File: src/rtl/csa_pkg.sv
package csa_pkg;

    typedef enum logic {
        SIZE_UNIFORM = 1'b0,
        SIZE_GROWING = 1'b1
    } sizing_e;

    // Nominal width of group idx before clamping to the operand width.
    function automatic int nominal_w(int base, sizing_e mode, int idx);
        int w;
        if (mode == SIZE_UNIFORM || idx == 0) w = base;
        else                                  w = base + idx - 1;
        if (w < 1) w = 1;
        return w;
    endfunction

    function automatic int min_int(int x, int y);
        return (x < y) ? x : y;
    endfunction

    // Number of groups needed to cover width bits.
    function automatic int group_count(int width, int base, sizing_e mode);
        int left;
        int n;
        left = width;
        n    = 0;
        while (left > 0) begin
            left = left - min_int(nominal_w(base, mode, n), left);
            n    = n + 1;
        end
        return n;
    endfunction

    // Lowest bit position of group idx.
    function automatic int group_lsb(int width, int base, sizing_e mode, int idx);
        int pos;
        pos = 0;
        for (int k = 0; k < idx; k++) begin
            pos = pos + min_int(nominal_w(base, mode, k), width - pos);
        end
        return pos;
    endfunction

    // Actual width of group idx after clamping.
    function automatic int group_width(int width, int base, sizing_e mode, int idx);
        return min_int(nominal_w(base, mode, idx), width - group_lsb(width, base, mode, idx));
    endfunction

endpackage

File: src/rtl/csa_ripple.sv
module csa_ripple #(
    parameter int W = 4
) (
    input  logic [W-1:0] a,
    input  logic [W-1:0] b,
    input  logic         cin,
    output logic [W-1:0] sum,
    output logic         cout
);
    always_comb begin
        logic c;
        c = cin;
        for (int i = 0; i < W; i++) begin
            sum[i] = a[i] ^ b[i] ^ c;
            c      = (a[i] & b[i]) | (a[i] & c) | (b[i] & c);
        end
        cout = c;
    end
endmodule

File: src/rtl/csa_excess1.sv
module csa_excess1 #(
    parameter int W = 4
) (
    input  logic [W-1:0] din,
    output logic [W-1:0] dout,
    output logic         all_ones
);
    // Bit i flips while every bit below it is one: the flip stops after
    // the first zero found from the LSB upward.
    always_comb begin
        logic run;
        run = 1'b1;
        for (int i = 0; i < W; i++) begin
            dout[i] = din[i] ^ run;
            run     = run & din[i];
        end
        all_ones = run;
    end
endmodule

File: src/rtl/csa_sel_group.sv
module csa_sel_group #(
    parameter int W = 4
) (
    input  logic [W-1:0] a,
    input  logic [W-1:0] b,
    input  logic         sel_cin,
    output logic [W-1:0] sum,
    output logic         cout
);
    logic [W-1:0] sum_c0;
    logic         co_c0;
    logic [W-1:0] sum_c1;
    logic         full_c0;

    csa_ripple #(.W(W)) u_add (
        .a    (a),
        .b    (b),
        .cin  (1'b0),
        .sum  (sum_c0),
        .cout (co_c0)
    );

    csa_excess1 #(.W(W)) u_inc (
        .din      (sum_c0),
        .dout     (sum_c1),
        .all_ones (full_c0)
    );

    always_comb begin
        if (sel_cin) begin
            sum  = sum_c1;
            cout = co_c0 | full_c0;
        end else begin
            sum  = sum_c0;
            cout = co_c0;
        end
    end
endmodule

File: src/rtl/csa_bec_adder.sv
module csa_bec_adder #(
    parameter int               WIDTH  = 32,
    parameter int               BASE_W = 2,
    parameter csa_pkg::sizing_e SIZING = csa_pkg::SIZE_GROWING
) (
    input  logic [WIDTH-1:0] opd_a,
    input  logic [WIDTH-1:0] opd_b,
    input  logic             carry_in,
    output logic [WIDTH-1:0] sum_out,
    output logic             carry_out
);
    localparam int NGRP = csa_pkg::group_count(WIDTH, BASE_W, SIZING);

    for (genvar g = 0; g < NGRP; g++) begin : g_grp
        localparam int LSB = csa_pkg::group_lsb(WIDTH, BASE_W, SIZING, g);
        localparam int GW  = csa_pkg::group_width(WIDTH, BASE_W, SIZING, g);
        logic          co;
        logic [GW-1:0] s;

        if (g == 0) begin : g_low
            csa_ripple #(.W(GW)) u_low (
                .a    (opd_a[LSB +: GW]),
                .b    (opd_b[LSB +: GW]),
                .cin  (carry_in),
                .sum  (s),
                .cout (co)
            );
        end else begin : g_up
            csa_sel_group #(.W(GW)) u_up (
                .a       (opd_a[LSB +: GW]),
                .b       (opd_b[LSB +: GW]),
                .sel_cin (g_grp[g-1].co),
                .sum     (s),
                .cout    (co)
            );
        end

        assign sum_out[LSB +: GW] = s;
    end

    assign carry_out = g_grp[NGRP-1].co;
endmodule

File: config.mk
export PLATFORM = sky130hd
export DESIGN_NAME = csa_bec_adder
export DESIGN_NICKNAME = d
export VERILOG_FILES = /design/src/rtl/csa_pkg.sv /design/src/rtl/csa_ripple.sv /design/src/rtl/csa_excess1.sv /design/src/rtl/csa_sel_group.sv /design/src/rtl/csa_bec_adder.sv
export SDC_FILE = /design/constraint.sdc
export NUM_CORES = 1
export LEC_CHECK = 0
export ABC_CLOCK_PERIOD_IN_PS = 6800
export BUFFER_PORTS_ARGS = -buffer_cell sky130_fd_sc_hd__buf_2
export CORE_ASPECT_RATIO = 0.9
export CORE_MARGIN = 5
export CORE_UTILIZATION = 40
export DETAILED_ROUTE_END_ITERATION = 8
export GPL_TIMING_DRIVEN = 0
export PLACE_DENSITY = 0.72
export SLEW_MARGIN = 10
export SYNTH_ARGS = -nofsm -noshare
export SYNTH_HDL_FRONTEND = slang
export SYNTH_SLANG_ARGS = --single-unit
File: constraint.sdc
create_clock -name vclk -period 6.8
set_input_delay 1.36 -clock vclk [all_inputs]
set_output_delay 1.36 -clock vclk [all_outputs]
set_load 0.005 [all_outputs]
# Word level (Yosys, flattened, before mapping)
# Index checks and enable logic that the tools add are counted.
[op_classes] n_bitwise=249 muxes=14
[op_table] op="AND 1 bit" count=105
[op_table] op="bitwise XOR 1 bit" count=80
[op_table] op="OR 1 bit" count=57
[op_table] op="two-way mux 1 bit" count=7
[op_table] op="two-way mux 7 bit" count=1
[op_table] op="inverter 1 bit" count=7
[op_table] op="two-way mux 3 bit" count=2
[op_table] op="two-way mux 6 bit" count=1
[op_table] op="two-way mux 5 bit" count=1
[op_table] op="two-way mux 4 bit" count=1
[op_table] op="two-way mux 2 bit" count=1
[totals] output_inout_bits=33 reg_bits=0 in_bits=65 wordCells=263

# Depth between registers and ports, before layout
# Gate-level depths: netlist of the first run.
[depth] ltp_word=22 depth_mapped=13

# Hierarchy
# From an unflattened synthesis of the first run, not the netlist that was laid out.
[hier_totals] cells_unflattened=185 area_unflattened_um2=1766.7
[modules_own_cells] module="csa_ripple (g_grp[2].g_up.u_up.u_add ...)" cells_per_inst=13 seq_area_each_um2=0.0 area_per_inst_um2=97.6 n_inst=2
[modules_own_cells] module="csa_ripple (g_grp[6].g_up.u_up.u_add)" cells_per_inst=17 seq_area_each_um2=0.0 area_per_inst_um2=177.7 n_inst=1
[modules_own_cells] module="csa_ripple (g_grp[5].g_up.u_up.u_add)" cells_per_inst=16 seq_area_each_um2=0.0 area_per_inst_um2=157.7 n_inst=1
[modules_own_cells] module="csa_ripple (g_grp[0].g_low.u_low ...)" cells_per_inst=10 seq_area_each_um2=0.0 area_per_inst_um2=70.1 n_inst=2
[modules_own_cells] module="csa_ripple (g_grp[4].g_up.u_up.u_add)" cells_per_inst=15 seq_area_each_um2=0.0 area_per_inst_um2=137.6 n_inst=1
[modules_own_cells] module="csa_sel_group (g_grp[6].g_up.u_up)" cells_per_inst=10 seq_area_each_um2=0.0 area_per_inst_um2=128.9 n_inst=1
[modules_own_cells] module="csa_ripple (g_grp[3].g_up.u_up.u_add)" cells_per_inst=14 seq_area_each_um2=0.0 area_per_inst_um2=117.6 n_inst=1
[modules_own_cells] module="csa_sel_group (g_grp[5].g_up.u_up)" cells_per_inst=9 seq_area_each_um2=0.0 area_per_inst_um2=113.9 n_inst=1
[modules_own_cells] module="csa_sel_group (g_grp[4].g_up.u_up)" cells_per_inst=8 seq_area_each_um2=0.0 area_per_inst_um2=98.8 n_inst=1
[modules_own_cells] module="csa_sel_group (g_grp[2].g_up.u_up ...)" cells_per_inst=5 seq_area_each_um2=0.0 area_per_inst_um2=46.3 n_inst=2
[modules_own_cells] module="csa_excess1 (g_grp[6].g_up.u_up.u_inc)" cells_per_inst=7 seq_area_each_um2=0.0 area_per_inst_um2=78.8 n_inst=1
[modules_own_cells] module="csa_excess1 (g_grp[5].g_up.u_up.u_inc)" cells_per_inst=6 seq_area_each_um2=0.0 area_per_inst_um2=66.3 n_inst=1
[modules_own_cells] module="csa_excess1 (g_grp[2].g_up.u_up.u_inc ...)" cells_per_inst=3 seq_area_each_um2=0.0 area_per_inst_um2=28.8 n_inst=2
[modules_own_cells] module="csa_sel_group (g_grp[3].g_up.u_up)" cells_per_inst=6 seq_area_each_um2=0.0 area_per_inst_um2=57.6 n_inst=1
[modules_own_cells] module="+4 rows"

# Worst setup path before layout of the first run
# Ideal clock, no wire load.
[synth_path] path_type="input to output" startpoint="in opd_a[22]" endpoint="out sum_out[30]" slack_ns=0.706 t_required_ns=5.440 n_path_buf=0 arrival_time_ns=4.734 cell_stages=13 path_cell_list="ha_1 -> inv_1 -> fa_1 -> fa_1 -> fa_1 -> fa_1 -> fa_1 -> fa_1 -> inv_1 -> ha_1 -> o21ai_0 -> o2bb2ai_4 -> mux2_2"
[synth_via] elab_chain_cells=22
[synth_rtl] element="from (decl)" line_no="csa_bec_adder.sv:6" text="input logic [WIDTH-1:0] opd_a,"
[synth_rtl] element="AND 1 bit (2 in a row)" line_no="csa_ripple.sv:15" text="c = (a[i] & b[i]) | (a[i] & c) | (b[i] & c);"
[synth_rtl] element="OR 1 bit (2 in a row)" line_no="csa_ripple.sv:15"
[synth_rtl] element="AND 1 bit" line_no="csa_ripple.sv:15"
[synth_rtl] element="OR 1 bit (2 in a row)" line_no="csa_ripple.sv:15"
[synth_rtl] element="AND 1 bit" line_no="csa_ripple.sv:15"
[synth_rtl] element="OR 1 bit (2 in a row)" line_no="csa_ripple.sv:15"
[synth_rtl] element="AND 1 bit" line_no="csa_ripple.sv:15"
[synth_rtl] element="OR 1 bit (2 in a row)" line_no="csa_ripple.sv:15"
[synth_rtl] element="AND 1 bit" line_no="csa_ripple.sv:15"
[synth_rtl] element="OR 1 bit (2 in a row)" line_no="csa_ripple.sv:15"
[synth_rtl] element="AND 1 bit" line_no="csa_ripple.sv:15"
[synth_rtl] element="OR 1 bit (2 in a row)" line_no="csa_ripple.sv:15"
[synth_rtl] element="OR 1 bit" line_no="csa_sel_group.sv:32" text="cout = co_c0 | full_c0;"
[synth_rtl] element="two-way mux 1 bit *" line_no="csa_sel_group.sv:30" text="if (sel_cin) begin"
[synth_rtl] element="two-way mux 3 bit *" line_no="csa_sel_group.sv:30"
[synth_rtl] element="to (decl)" line_no="csa_bec_adder.sv:9" text="output logic [WIDTH-1:0] sum_out,"
# Every way passes the cells marked *; elsewhere a longest branch is shown, timed or not.

# Final worst setup path of the first run
# Ends and elaborated chain as after synthesis.

==> flow_summary.ini, run 1 <==
[outcome]
status = complete, no violations

[floorplan]
coreArea_sq_um = 3991
dieArea_sq_um = 5443
dieWidth_um = 77.22
std_cell_rows = 22
initial_core_util_pct = 40.75
ios = 98
die_h_um = 70.50

[timing]
post-route-min-period_ns = 6.410
hold_violations = 0
period_share_pct = 94.26
slew_violations = 0
setup_viol = 0
rsz0062_at_grt = no
setup_tns_ns = 0
clock.fmax_ghz = 0.1560
slew_headroom_pct = 78.65
worst_slew_pin_slew_ns = 0.3170
timing.hold.ws_ns = 3.058

[clock_network]
cts_repair_resize_count = 0
hold_buffers = 0
cts_setup_buffers = 0

[global_routing]
grt_pass1_vias = 1437
grt_max_degree = 8
grt_pass1_wl_um = 5395
grt_antenna_before_repair = 0
grt_overflow = 0
grt_usage_pct = 11.18

[drt]
drt_iter0_drc = 7
routedWlPerCell_um = 10.10
drtAntennaViolNets = 0
vias = 1422
via_per_inst = 4.500
drt_wl_total_um = 3192
drc = 0
dr.pass1.iters = 4

[synthesis]
ys.warnings.count = 0
netlist_area_sq_um = 1627
synth_top_area_cell = fa_1
synthCells = 170
synth.top_cells.by_area = fa_1 31%, ha_1 23%, inv_1 16%, mux2_2 15%, xnor2_1 2.7%
syn_avg_cell_area_sq_um = 9.568
yosysMostFrequentCell = inv_1
synth_top_area_share_pct = 30.77
ys_seq_area_share_pct = 0
synth.distinct_cells = 20
synthesis.nets = 290
synthTopCellsByCount = 68 x inv_1, 30 x ha_1, 25 x fa_1

[critical_path]
crit_top_cell = fa_1
crit_slowest_cell = fa_1
cp_cell_sequence = buf_2 -> ha_1 -> inv_1 -> fa_1 -> fa_1 -> fa_1 -> fa_1 -> fa_1 -> fa_1 -> inv_1 -> ha_1 -> o21ai_0 -> o2bb2ai_4 -> mux2_2 -> buf_2
start_kind = primary input
end_kind = output port
crit_path_max_incr_delay_ns = 0.49
cp.arrival_ns = 5.05
crit_fanout = 4
cp.required_ns = 5.44
criticalPathCategory = primary input to output port

[place]
gp_congestion = 0.7351
hpwl_um = 3190
io_buffers = 98
dpl-instance-area_sq_um = 2177

[layout]
final_cell_area_sq_um = 2177
n_fill_cell = 387
syn_to_final_growth_pct = 33.85
drive_gt1_share_pct = 47.76
num-clock-buffers = 0
nets = 390
utilization_pct = 54.55
seqCellArea_sq_um = 0
n_antenna_cell = 0
seq_cells = 0

[power]
ir_worst_vdd_v = 0.00003950
p_per_area_nw_per_um2 = 106.5
power.leakage_nw = 1.306

[job]
maxCapViolations = 0

[min_path]
hold_class = primary input to output port
power breakdown:
group          internal [mW]  total (mW)  switching (mW)
clock network              0           0               0
registers                  0           0               0
logic                  0.125       0.232           0.107
per-stage QoR:
step           cells  setup slack, ns  total power, mW
6_report         316           0.3904           0.2318
2_1_floorplan    170           0.7057           0.1463
5_1_grt          316           0.2399           0.2674
4_1_cts          316           0.3521           0.2390
3_5_place_dp     316           0.3563           0.2381
3_3_place_gp     316           0.3841           0.2297
worst max-delay path, delay by kind of cell:
family / cells / cell delay, ns
adder cells (fa/ha/maj): 8 / 2.73
AO/OA/AOI/OAI: 2 / 0.31
multiplexers: 1 / 0.35
buffers and inverters: 4 / 0.31
path summary, 6_finish.rpt:
path                  start          end  cells after the start
setup / recovery  opd_a[22]  sum_out[30]                     15
hold / removal     opd_b[1]   sum_out[1]                      3
cells by family (layout without fill, tap and decap cells):
logic type	count (synthesis)	in the layout	share of synthesized area, %
buffers and inverters	68	166	15.69
adders and majority gates	55	55	53.85
muxes	21	21	14.54
AOI/OAI and AO/OA	12	12	10.15
xor gates and xnor gates	7	7	3.769
and+or+nand+nor	7	7	2.000
area by class of cell:
type	count	area, sq um	share of cell area, %
Inverter	68	255.2	11.72
Multi-Input combinational cell	102	1371	62.99
Tap cell	48	60.06	2.759
Timing Repair Buffer	98	490.5	22.53
per-layer routing:
metal	up-vias	wire (um)	track usage, %
met1	668	1175	12.13
li1	710	-	-
met3	0	240	1.804
met2	44	1776	23.36
met4	0	0	0
met5	-	0	0
cell usage in the layout (no fill, tap or decap), drive strengths merged, types with 2 or more instances in the layout:
| master | instances |
|---|---|
| xor2 | 2 |
| inv | 68 |
| xnor2 | 5 |
| ha | 30 |
| mux2 | 21 |
| nand2 | 3 |
| a21oi | 2 |
| fa | 25 |
| o21ai | 5 |
| nor2 | 2 |
| buf | 98 |
(Power assumes the default switching activity.)
==> run 2: changes to the inputs <==
CORE_MARGIN = 2   (was 5)
==> run 2 against run 1 <==
  * Fmax decreased by 0.64%
  * Critical path depth unchanged
  * First-iteration DRC count rose to 2.6 times the previous value
  * Clock-buffer cell count unchanged
  * Utilization increased by 2.5 points
  * Hold slack worse by 0.010 ns
  * Sequential cell count unchanged
  * Via count is 1.8% lower
  * Die area decreased by 16%
  * Total power decreased by 0.19%
  * Critical endpoint is now sum_out[31]
  * Largest cell class unchanged
==> flow_summary.ini, run 2 (synthesis gave the netlist of run 1 again) <==
[outcome]
status = complete, no violations

[drt]
drt_iter0_drc = 18
vias = 1396
drtAntennaViolNets = 0
routedWlPerCell_um = 9.758
drt_wl_total_um = 3064
via_per_inst = 4.446
drc = 0
dr.pass1.iters = 4

[power]
p_clk_share_pct = 0
pwr-share-seq_pct = 0
switchingPower_mw = 0.1063
p_per_area_nw_per_um2 = 106.4
ir_worst_vdd_v = 0.00004834
netSwitchingFraction_pct = 45.97
p_comb_share_pct = 100.0
power.leakage_nw = 1.306
intPower_mw = 0.1250

[floorplan]
initial_core_util_pct = 42.69
dieArea_sq_um = 4593
ios = 98
die_h_um = 64.50
coreArea_sq_um = 3810
dieWidth_um = 71.22
std_cell_rows = 21

[min_path]
holdPathEnd = sum_out[1]
hp-start = opd_b[1]
whs_path_depth = 3
hold_class = primary input to output port

[layout]
fin_cells = 314
num-clock-buffers = 0
n_fill_cell = 344
syn_to_final_growth_pct = 33.69
seqCellArea_sq_um = 0
nets = 390
seq_cells = 0
drive_gt1_share_pct = 47.76
n_antenna_cell = 0
final_cell_mix = 98 x buf_2, 68 x inv_1, 30 x ha_1
final_common_cell = buf_2

[global_routing]
grt_overflow = 0
grt_usage_pct = 13.08
grt_antenna_before_repair = 0
grt_pass1_vias = 1367
grt_max_degree = 8
grt_pass1_wl_um = 5085

[clock_network]
cts_setup_buffers = 0
cts_repair_resize_count = 0
hold_buffers = 0

[critical_path]
cp.required_ns = 5.44
end_kind = output port
crit_fanout = 4
start_kind = primary input
cp.arrival_ns = 5.09
criticalPathCategory = primary input to output port

[timing]
slew_violations = 0
setup_tns_ns = 0
setup_viol = 0
worst_slew_pin_slew_ns = 0.3427
post-route-min-period_ns = 6.451
hold_violations = 0
slew_headroom_pct = 76.91
clock.fmax_ghz = 0.1550
period_share_pct = 94.87
rsz0062_at_grt = no

[place]
gp_congestion = 0.7490
io_buffers = 98
hpwl_um = 3038
dp_cells = 314

[job]
maxCapViolations = 0
## run 2: cell counts in the layout (fill, tap and decap cells not counted)
No cell type changed its count.
## run 2: critical path: stages
cell	delay [ns]
buf_2	0.09
ha_1	0.15
inv_1	0.05
fa_1	0.38
fa_1	0.38
fa_1	0.39
fa_1	0.39
fa_1	0.40
fa_1	0.49
inv_1	0.05
ha_1	0.16
o21ai_0	0.14
o2bb2ai_4	0.18
mux2_2	0.36
buf_2	0.12
## run 2: metrics by stage
stage	instance area [sq um]	total power, mW	setup slack [ns]	util (%)	hold WS, ns
final	2175	0.2313	0.3491	57.08	3.048
after global routing	2175	0.2669	0.1840	57.08	3.081
after CTS	2175	0.2383	0.3104	57.08	3.052
after detailed placement	2175	0.2371	0.3297	57.08	3.052
after global placement	2175	0.2279	0.3847	57.08	3.055
after floorplan	1627	0.1463	0.7057	-	2.872
## run 2: how the worst max path moves through the flow
stage	startpoint	endpoint	slack, ns	depth (start not counted)
after floorplan	opd_a[22]	sum_out[30]	0.71	13
after global placement	opd_a[22]	sum_out[31]	0.38	15
after detailed placement	opd_a[22]	sum_out[31]	0.33	15
after CTS	opd_a[22]	sum_out[31]	0.31	15
after global routing	opd_a[22]	sum_out[31]	0.18	15
final	opd_a[22]	sum_out[31]	0.35	15
## run 2: final cells by class
cell class | instances | area (sq um) | area share, %
Timing Repair Buffer | 98 | 490.5 | 22.55
Inverter | 68 | 255.2 | 11.74
Multi-Input combinational cell | 102 | 1371 | 63.06
Tap cell | 46 | 57.56 | 2.647
## run 2: layer usage
layer	routed length [um]	vias to the layer above	global-route usage, %
met1	1175	627	15.05
met4	35	0	1.415
met2	1657	52	27.31
li1	-	713	-
met3	195	4	0.1555
met5	0	-	0
## run 2: power by group through the flow
stage          Combinational, mW  Clock (mW)  Sequential [mW]
3_3_place_gp               0.228           0                0
2_1_floorplan              0.146           0                0
4_1_cts                    0.238           0                0
6_report                   0.231           0                0
5_1_grt                    0.267           0                0
3_5_place_dp               0.237           0                0
==> run 3: changes to the inputs <==
BUFFER_PORTS_ARGS = -buffer_cell sky130_fd_sc_hd__buf_4   (was -buffer_cell sky130_fd_sc_hd__buf_2)
==> run 3 against run 2 <==
  * Wire length decreased by 0.62%
  * Total power grew 17%
  * Fmax up 0.52%
  * Clock-buffer cell count unchanged
  * Cell area grew 11%
  * Non-clock buffer count stayed put
  * Hold slack barely moved
  * Largest power group unchanged
  * Sequential cell count did not move
  * Die area is the same
  * Final cell count is the same
  * Sequential share of layout area unchanged
  * Utilization grew 6.4 points
==> flow_summary.ini, run 3 (synthesis gave the netlist of run 1 again) <==
[drt]
drt_wl_total_um = 3045
dr.pass1.iters = 3
routedWlPerCell_um = 9.697
drt_iter0_drc = 8
drtAntennaViolNets = 0
drc = 0
vias = 1383
via_per_inst = 4.404

[timing]
rsz0062_at_grt = no
period_share_pct = 94.37
layout_setup_ws_ns = 0.3827
worst_slew_pin_slew_ns = 0.3221
timing.hold.ws_ns = 3.048
slew_violations = 0
slew_headroom_pct = 78.30
post-route-min-period_ns = 6.417
setup_tns_ns = 0
setup_viol = 0
hold_violations = 0
clock.fmax_ghz = 0.1558

[layout]
syn_to_final_growth_pct = 48.77
num-clock-buffers = 0
n_fill_cell = 345
final_cell_area_sq_um = 2420
final_common_cell = buf_4
n_antenna_cell = 0
seqCellArea_sq_um = 0
drive_gt1_share_pct = 47.76
nets = 390
seq_cells = 0
final_cell_mix = 98 x buf_4, 68 x inv_1, 30 x ha_1
fin_cells = 314
utilization_pct = 63.51

[clock_network]
hold_buffers = 0
cts_setup_buffers = 0
cts_repair_resize_count = 0

[critical_path]
cp.required_ns = 5.44
crit_family = adder cells
cp.arrival_ns = 5.06
crit_top_cell = fa_1
end_kind = output port
start_kind = primary input
crit_slowest_cell = fa_1
startpoint = opd_a[22]
criticalPathCategory = primary input to output port
crit_path_max_incr_delay_ns = 0.48
setup.worst_path.end = sum_out[31]
cp_cell_sequence = buf_4 -> ha_1 -> inv_1 -> fa_1 -> fa_1 -> fa_1 -> fa_1 -> fa_1 -> fa_1 -> inv_1 -> ha_1 -> o21ai_0 -> o2bb2ai_4 -> mux2_2 -> buf_4
worstPathBufferInverterCount = 4
crit_fanout = 4
path_depth = 15

[power]
power.leakage_nw = 1.391
p_per_area_nw_per_um2 = 111.5
ir_worst_vdd_v = 0.00004974
power.total_mw = 0.2698

[global_routing]
grt_max_degree = 8
grt_pass1_vias = 1379
grt_overflow = 0
grt_pass1_wl_um = 5395
grt_antenna_before_repair = 0
grt_usage_pct = 13.74

[place]
gp_congestion = 0.7486
dp_slack_ns = 0.3634
io_buffers = 98
hpwl_um = 3036
dp_cells = 314
dpl-instance-area_sq_um = 2420

[floorplan]
ios = 98
dieArea_sq_um = 4593
initial_core_util_pct = 42.69
die_h_um = 64.50
dieWidth_um = 71.22
std_cell_rows = 21
coreArea_sq_um = 3810

[job]
maxCapViolations = 0

[outcome]
status = complete, no violations

[min_path]
hold_class = primary input to output port
[run 3: cell types whose count changed in the layout (fill, tap and decap cells not counted)]
cell / delta
buf_2: -98
buf_4: +98
[run 3: per-layer routing]
layer,track usage (%),vias to the layer above,wire length (um)
li1,-,708,-
met1,16.99,619,1226
met2,26.16,52,1533
met3,1.866,4,255
met4,1.179,0,29
met5,0,-,0
[run 3: power breakdown]
| group | switching, mW | total (mW) | internal, mW |
|---|---|---|---|
| registers | 0 | 0 | 0 |
| clock network | 0 | 0 | 0 |
| logic | 0.109 | 0.270 | 0.161 |
[run 3: how the worst min path moves through the flow]
| stage | start | to | cells past startpoint |
|---|---|---|---|
| detailed placement | opd_b[1] | sum_out[1] | 3 |
| global placement | opd_b[1] | sum_out[1] | 3 |
| finish | opd_b[1] | sum_out[1] | 3 |
| CTS | opd_b[1] | sum_out[1] | 3 |
| global route | opd_b[1] | sum_out[1] | 3 |
| floorplan | opd_b[1] | sum_out[1] | 1 |
[run 3: layout make-up]
| class | instances | area (sq um) | share of cell area [%] |
|---|---|---|---|
| tap | 46 | 57.56 | 2.378 |
| inverter | 68 | 255.2 | 10.55 |
| timing repair buffer | 98 | 735.7 | 30.40 |
| multi-input combinational | 102 | 1371 | 56.67 |
[run 3: tightest hold or removal path: cells and delay by family]
kind       cells  cell delay, ns
fa+ha+maj      1            0.14
buf+inv        2            0.18
